`src/rtl/ber_mon_pkg.sv`:
```
package ber_mon_pkg;
  typedef logic [1:0] sync_hdr_t;

  localparam sync_hdr_t HDR_DATA = 2'b01;
  localparam sync_hdr_t HDR_CTRL = 2'b10;

  // a header is legal only when its two bits differ
  function automatic logic hdr_is_bad(input sync_hdr_t h);
    return (h != HDR_DATA) && (h != HDR_CTRL);
  endfunction
endpackage

```
`src/rtl/ber_rst_sync.sv`:
```
module ber_rst_sync #(
  parameter int STAGES = 2
) (
  input  logic clk,
  input  logic rst_n,
  output logic rst_sync_n
);
  logic [STAGES-1:0] shreg_q;

  always_ff @(posedge clk or negedge rst_n) begin
    if (!rst_n) shreg_q <= '0;
    else        shreg_q <= {shreg_q[STAGES-2:0], 1'b1};
  end

  assign rst_sync_n = shreg_q[STAGES-1];
endmodule

```
`src/rtl/ber_hdr_check.sv`:
```
module ber_hdr_check
  import ber_mon_pkg::*;
(
  input  logic      clk,
  input  logic      rst_n,
  input  logic      blk_vld,
  input  sync_hdr_t sync_hdr,
  input  logic      align_done,
  output logic      err_pulse
);
  always_comb begin
    err_pulse = blk_vld && align_done && hdr_is_bad(sync_hdr);
  end

  // an error can only come from a valid block on an aligned stream
  a_r2_err_needs_valid: assert property (@(posedge clk) disable iff (!rst_n)
    err_pulse |-> (blk_vld && align_done));
endmodule

```
`src/rtl/ber_win_timer.sv`:
```
module ber_win_timer #(
  parameter int WIN_LEN = 20142
) (
  input  logic clk,
  input  logic rst_n,
  input  logic align_done,
  input  logic tick,
  output logic win_end
);
  localparam int PW = (WIN_LEN > 2) ? $clog2(WIN_LEN) : 1;
  localparam logic [PW-1:0] LAST_POS = PW'(WIN_LEN - 1);

  logic [PW-1:0] pos_q;
  logic [PW-1:0] pos_d;
  logic          pos_en;

  always_comb begin
    win_end = align_done && tick && (pos_q == LAST_POS);
    pos_en  = !align_done || tick;
    if (!align_done || win_end) pos_d = '0;
    else                        pos_d = pos_q + 1'b1;
  end

  always_ff @(posedge clk or negedge rst_n) begin
    if (!rst_n)      pos_q <= '0;
    else if (pos_en) pos_q <= pos_d;
  end

  // the window position never runs past the last count
  a_r8_pos_bound: assert property (@(posedge clk) disable iff (!rst_n)
    pos_q <= LAST_POS);
  // without a tick the position holds while aligned
  a_r8_hold_no_tick: assert property (@(posedge clk) disable iff (!rst_n)
    (align_done && !tick) |=> $stable(pos_q));
endmodule

```
`src/rtl/ber_err_count.sv`:
```
module ber_err_count #(
  parameter int ERR_LIMIT = 16
) (
  input  logic clk,
  input  logic rst_n,
  input  logic align_done,
  input  logic err_pulse,
  input  logic win_end,
  output logic thresh_hit
);
  localparam int CW = $clog2(ERR_LIMIT + 1);
  localparam logic [CW:0]   LIMIT_W = (CW + 1)'(ERR_LIMIT);
  localparam logic [CW-1:0] LIMIT_C = CW'(ERR_LIMIT);

  logic [CW-1:0] cnt_q;
  logic [CW-1:0] cnt_d;
  logic [CW:0]   cnt_total;

  always_comb begin
    cnt_total  = {1'b0, cnt_q} + {{CW{1'b0}}, err_pulse};
    thresh_hit = align_done && (cnt_total >= LIMIT_W);
    if (!align_done || win_end) cnt_d = '0;
    else if (thresh_hit)        cnt_d = LIMIT_C;
    else                        cnt_d = cnt_total[CW-1:0];
  end

  always_ff @(posedge clk or negedge rst_n) begin
    if (!rst_n) cnt_q <= '0;
    else        cnt_q <= cnt_d;
  end

  // the count saturates at the limit and never wraps
  a_r3_cnt_sat: assert property (@(posedge clk) disable iff (!rst_n)
    cnt_q <= LIMIT_C);
  // a window end leaves no errors behind for the next window
  a_r4_clear_at_end: assert property (@(posedge clk) disable iff (!rst_n)
    win_end |=> (cnt_q == '0));
endmodule

```
`src/rtl/agg_hiber_mon.sv`:
```
module agg_hiber_mon
  import ber_mon_pkg::*;
#(
  parameter int WIN_LEN   = 20142,
  parameter int ERR_LIMIT = 16
) (
  input  logic       clk,
  input  logic       rst_n,
  input  logic       blk_vld,
  input  logic [1:0] sync_hdr,
  input  logic       align_done,
  input  logic       tick,
  output logic       hi_ber
);
  logic rst_sync_n;
  logic err_pulse;
  logic win_end;
  logic thresh_hit;
  logic hi_ber_d;

  ber_rst_sync #(.STAGES(2)) u_rst (
    .clk        (clk),
    .rst_n      (rst_n),
    .rst_sync_n (rst_sync_n)
  );

  ber_hdr_check u_hdr (
    .clk        (clk),
    .rst_n      (rst_sync_n),
    .blk_vld    (blk_vld),
    .sync_hdr   (sync_hdr),
    .align_done (align_done),
    .err_pulse  (err_pulse)
  );

  ber_win_timer #(.WIN_LEN(WIN_LEN)) u_timer (
    .clk        (clk),
    .rst_n      (rst_sync_n),
    .align_done (align_done),
    .tick       (tick),
    .win_end    (win_end)
  );

  ber_err_count #(.ERR_LIMIT(ERR_LIMIT)) u_cnt (
    .clk        (clk),
    .rst_n      (rst_sync_n),
    .align_done (align_done),
    .err_pulse  (err_pulse),
    .win_end    (win_end),
    .thresh_hit (thresh_hit)
  );

  always_comb begin
    if (!align_done)     hi_ber_d = 1'b1;
    else if (thresh_hit) hi_ber_d = 1'b1;
    else if (win_end)    hi_ber_d = 1'b0;
    else                 hi_ber_d = hi_ber;
  end

  always_ff @(posedge clk or negedge rst_sync_n) begin
    if (!rst_sync_n) hi_ber <= 1'b1;
    else             hi_ber <= hi_ber_d;
  end

  // losing alignment forces the flag high
  a_r7_forced_high: assert property (@(posedge clk) disable iff (!rst_sync_n)
    !align_done |=> hi_ber);
  // the flag only falls right after a window end
  a_r6_fall_at_end: assert property (@(posedge clk) disable iff (!rst_sync_n)
    $fell(hi_ber) |-> $past(win_end));
  // reaching the limit always leaves the flag high
  a_r3_rise_on_limit: assert property (@(posedge clk) disable iff (!rst_sync_n)
    thresh_hit |=> hi_ber);
endmodule

```
`config.mk`:
```
export PLATFORM = sky130hd
export DESIGN_NAME = agg_hiber_mon
export DESIGN_NICKNAME = d
export VERILOG_FILES = /design/src/rtl/ber_mon_pkg.sv /design/src/rtl/ber_rst_sync.sv /design/src/rtl/ber_hdr_check.sv /design/src/rtl/ber_win_timer.sv /design/src/rtl/ber_err_count.sv /design/src/rtl/agg_hiber_mon.sv
export SDC_FILE = /design/constraint.sdc
export NUM_CORES = 1
export LEC_CHECK = 0
export BUFFER_PORTS_ARGS = -buffer_cell sky130_fd_sc_hd__buf_2
export CAP_MARGIN = 20
export CORE_AREA = 4 4 56 58
export DETAILED_ROUTE_END_ITERATION = 8
export DIE_AREA = 0 0 60 62
export PLACE_DENSITY = 0.58
export SYNTH_ARGS = -nofsm -noshare
export SYNTH_HDL_FRONTEND = slang
export SYNTH_SLANG_ARGS = --single-unit
```
`constraint.sdc`:
```
create_clock -name clk -period 0.8 [get_ports clk]
set_input_delay 0.04 -clock clk [delete_from_list [all_inputs] [get_ports clk]]
set_output_delay 0.04 -clock clk [all_outputs]
set_load 0.02 [all_outputs]
```
Word-level counts from Yosys, hierarchy flattened --
Cells that the tools add are included.
Storage, ports and cells: flip-flop bits (word level) 23, input bits 7, output and inout port bits 1, logic and storage cells 26
Operators by class: add/subtract/negate cells 2, $lt $le $gt $ge 1, equal/unequal tests 4, muxes and demuxes 6, reduce and logical (&&, ||, !) cells 9
Operators with widths (count):
- $add 15x1->15 const B | 1
- $eq 15x15->1 const B | 1
- $mux 15 | 1
- $mux 5 | 2
- $add 5x1->6 | 1
- $ge 6x5->1 const B | 1
- $logic_and 1x1->1 | 6
- $mux 1 | 3
- $ne 3x1->1 const B | 1
- $logic_or 1x1->1 | 2
- $ne 2x1->1 const B | 1
- $ne 2x2->1 const B | 1
- $logic_not 1->1 | 1

Depth between registers and ports, before layout --
depth after elaboration 8, depth in mapped cells 8, gate-level depth less buffers 8

Cells and area by module --
Synthesis repeated with hierarchy kept, for this count alone.
Unflattened totals: cells, all modules 114, area total of the unflattened synthesis 1173.6 µm²
By module, submodules not included:
- ber_win_timer | instances 1, cells each 83, area an instance 808.3 µm², sequential area each 375.4 µm²
- ber_err_count | instances 1, cells each 23, area an instance 256.5 µm², sequential area each 125.1 µm²
- ber_rst_sync | instances 1, cells each 3, area an instance 53.8 µm², sequential area each 50.0 µm²
- agg_hiber_mon | instances 1, cells each 3, area an instance 40.0 µm², sequential area each 26.3 µm²
- ber_hdr_check | instances 1, cells each 2, area an instance 15.0 µm², sequential area each 0.0 µm²

Worst setup path before layout --
No wires, ideal clock.
kind reg2reg, from register u_timer.pos_q[0], to register u_timer.pos_q[14], library setup time 0.078 ns, arrival 1.720 ns, data required time 0.722 ns, path slack -0.998 ns, stages on the path, launching flop included 6, buffers on the path 0, period minus slack after synthesis 1.798 ns, cells stage by stage dfrtp_1 > ha_1 > inv_1 > or4_4 > or4_1 > a21oi_1
On the way: cells in the longest elaborated chain, start to end 4, elaborated cells between the ends (all ways) 5, classes of those cells 1 x add/sub; 1 x eq/ne; 1 x mux; 2 x reduce/logical
Ends and longest elaborated chain:
- start, declared | line ber_win_timer.sv:13 | logic [PW-1:0] pos_q;
- start signal, assigned | line ber_win_timer.sv:26 | else if (pos_en) pos_q <= pos_d;
- branches (longest 3 deep; another with $add 15x1->15)
- $mux 15 (*) | line ber_win_timer.sv:20 | if (!align_done || win_end) pos_d = '0;
Every way passes the cells marked *. A chain may end at the register's enable or synchronous reset.

Final worst setup path --
from register u_timer.pos_q[1], to register u_timer.pos_q[14]
The elaborated chain is that of the path after synthesis.

==> impl_metrics.ini <==
[routing]
drc = 0
dr_total_vias = 1012
dr.first_iter.drc_count = 32
viasPerCell = 5.19
wirelength_um = 2660
antenna_left = 0
drt_first_pass_iters = 6
avgRoutedWirePerCell_um = 13.6

[power_and_ir_drop]
power_frac_comb_pct = 11.1
internal_power_mw = 1.49
p_sw_share_pct = 24.9
power_leakage_nw = 0.759
ir_drop_mv = 0.919
power.density_nw_per_um2 = 1190
power_mw = 1.98
p_seq_share_pct = 60.1
p_clk_share_pct = 28.8
power.switching_mw = 0.493

[worst_setup_path]
worstRegToRegCells = 5
r2r_slack_ns = -1.0
crit_required_ns = 1.06
slowest_stage = or4_4
cpMostUsedCell = or4_4
crit_chain = ha_2 > inv_2 > or4_4 > or4_4 > a21oi_2
worst_setup_path_start_kind = register
worstPathArrival_ns = 2.06
crit_type = register to register
critPathCaptureType = register
worstPathMaxFanout = 5
critPathMaxStageDelay_ns = 0.50

[timing]
fin_skew_ns = 0.00345
finalCriticalPeriod_ns = 1.80
finalHoldViolCount = 0
min_period_over_period_pct = 225
setup_slack_ns = -0.999
rsz0062_at_grt = yes
fmax_mhz = 556
final-max-slew-violation-count = 0
setup_viol = 22

[synthesis]
syn-num-nets = 124
yosysWarnings = 0
synthesis.area_um2 = 1160
ys_ff_latch = 23
synth.distinct_cells = 36
synthCells = 113
synth_edf_count = 0
ys_async_sr_fraction_pct = 100
synthFlopType = dfrtp_1
synth_area_per_cell_um2 = 10.3
yosysSeqAreaShare_pct = 49.6

[floorplanning]
die_h_um = 62
die_w_um = 60
die-area_um2 = 3720
initial_utilization_pct = 43.7
num_rows = 19
core_um2 = 2660
pin_count = 8

[grt]
grt.total_usage_pct = 15.9
grt_pass1_vias = 962
grt_first_pass_wirelength_um = 4330
antenna_found_initial = 0
grt_max_degree = 15
overflow = 0

[final_layout]
syn_to_final_growth_pct = 42.7
n_fill_cell = 217
drive_gt1_share_pct = 44.5
stdcell_area_um2 = 1660
multi_input_area_um2 = 632
regArea_um2 = 577
antenna_cells = 0
nets = 176

[clocking]
ctsRootBufferMaster = clkbuf_4
cts_tree = done
cts_max_level = 1
clock_path_buffers = 2
cts_buffers = 3
cts.sinks = 23
clkTransAtPathRegs_ns = 0.14
clk_latency_ns = 0.32

[place]
dpl.hpwl_um = 1970
gp_congestion = 0.771
post_dp_cell_area_um2 = 1500
port-buffer-count = 7

[worst_hold_path]
hp-class = primary input to register
worstHoldPathCells = 4

[run]
drv_cap = 0

[run_status]
violations = setup timing
status = finished, violations left
==> repair_timing <==
| item | in CTS | in global routing |
|---|---|---|
| setup buffers | 1 | 3 |
| pin swaps | 5 | 5 |
| resized for setup | 15 | 7 |
| hold endpoints to repair | 3 | 0 |
| hold buffers | 3 | 0 |
| endpoints found under the setup margin | 22 | 22 |
==> layout by cell type, fill, tap and decap left out, types with 2 or more instances in the layout <==
master and count:
xnor2_1 4, or4_4 3, nand2_1 8, a41o_1 2, buf_2 6, and2_1 3, nand4_1 5, o21ai_0 2
a21oi_2 6, nand2b_1 3, buf_4 35, nor2_1 9, buf_6 4, nand3_1 4, ha_2 3, xor2_1 6
dlygate4sd3_1 3, o21ai_1 3, dfrtp_1 22, and3_1 2, clkbuf_4 3, or3_1 3, inv_1 3
==> final timing paths <==
path / start / endpoint
max: u_timer.pos_q[1]$_DFFE_PN0P_ / u_timer.pos_q[14]$_DFFE_PN0P_
min: tick / u_timer.pos_q[0]$_DFFE_PN0P_
max reg2reg: u_timer.pos_q[1]$_DFFE_PN0P_ / u_timer.pos_q[14]$_DFFE_PN0P_
min reg2reg: u_rst.shreg_q[1]$_DFF_PN0_ / u_timer.pos_q[3]$_DFFE_PN0P_
max in group asynchronous: rst_n / u_rst.shreg_q[1]$_DFF_PN0_
min in group asynchronous: u_rst.shreg_q[1]$_DFF_PN0_ / u_timer.pos_q[3]$_DFFE_PN0P_
==> Yosys cell counts, types with 2 or more instances <==
cell      count  area (um2)
nand2b_1      3        18.8
a21oi_1       6        30.0
o21ai_0       5        25.0
ha_1          4        50.1
a41o_1        2        20.0
inv_1         4        15.0
nor2_1        9        33.8
nand4_1       5        31.3
xor2_1        6        52.6
dfrtp_1      22         551
or3_1         4        25.0
and3_1        2        12.5
nand2_1       8        30.0
and2_1        3        18.8
xnor2_1       5        43.8
or4_4         2        22.5
nand3_1       4        20.0
==> cell families after synthesis <==
group	after synthesis	share of synthesized area, %
AO/OA/AOI/OAI	16	8.28
AND/OR/NAND/NOR	53	27.6
adder cells (fa/ha/maj)	4	4.30
other	1	0.322
buffers and inverters	5	1.61
XOR/XNOR	11	8.28
flip-flops	23	49.6
==> metrics by stage <==
| stage | util (%) | TNS (ns) | setup WS [ns] | cells | hold WS (ns) |
|---|---|---|---|---|---|
| final | 62.4 | -19.68 | -0.999 | 195 | 0.107 |
| after global routing | 62.4 | -21.52 | -1.06 | 195 | 0.115 |
| after CTS | 60.7 | -16.93 | -0.967 | 192 | 0.0968 |
| after detailed placement | 56.3 | -16.62 | -0.985 | 184 | -0.172 |
| after global placement | 56.3 | -16.17 | -0.879 | 184 | -0.175 |
| after floorplan | - | -14.91 | -0.919 | 113 | -0.256 |
==> power by group through the flow <==
| stage | logic, mW | clock network [mW] | registers, mW |
|---|---|---|---|
| global route | 0.246 | 0.622 | 1.19 |
| finish | 0.220 | 0.570 | 1.19 |
| detailed placement | 0.173 | 0 | 1.21 |
| floorplan | 0.0661 | 0 | 1.23 |
| global placement | 0.170 | 0 | 1.21 |
| CTS | 0.203 | 0.591 | 1.19 |
==> registers in the layout, summed over array words and instances, names as in the netlist <==
signal / cells
u_rst.shreg_q: 2
u_cnt.cnt_q: 5
u_timer.pos_q: 15
hi_ber: 1
==> critical path: cells and delay by family (launching register included) <==
kind	cells	cell delay, ns
compound gates	1	0.14
fa+ha+maj	1	0.21
simple gates	2	0.93
flops	1	0.42
buf+inv	1	0.04
==> cell type report <==
cell class                 count  share of cell area (%)
tap                           31                    2.34
clock inverter                 1                   0.452
clock buffer                   3                    1.36
inverter                       4                   0.904
sequential                    23                    34.7
timing repair buffer          48                    22.2
multi-input combinational     85                    38.1
==> metal layers <==
metal	GRT usage, %	part of all wire [%]
met1	19.2	44
met5	0	0
met4	6.65	1.2
met3	1.86	3.2
met2	28.5	52
Power figures use the tool's default switching activity.
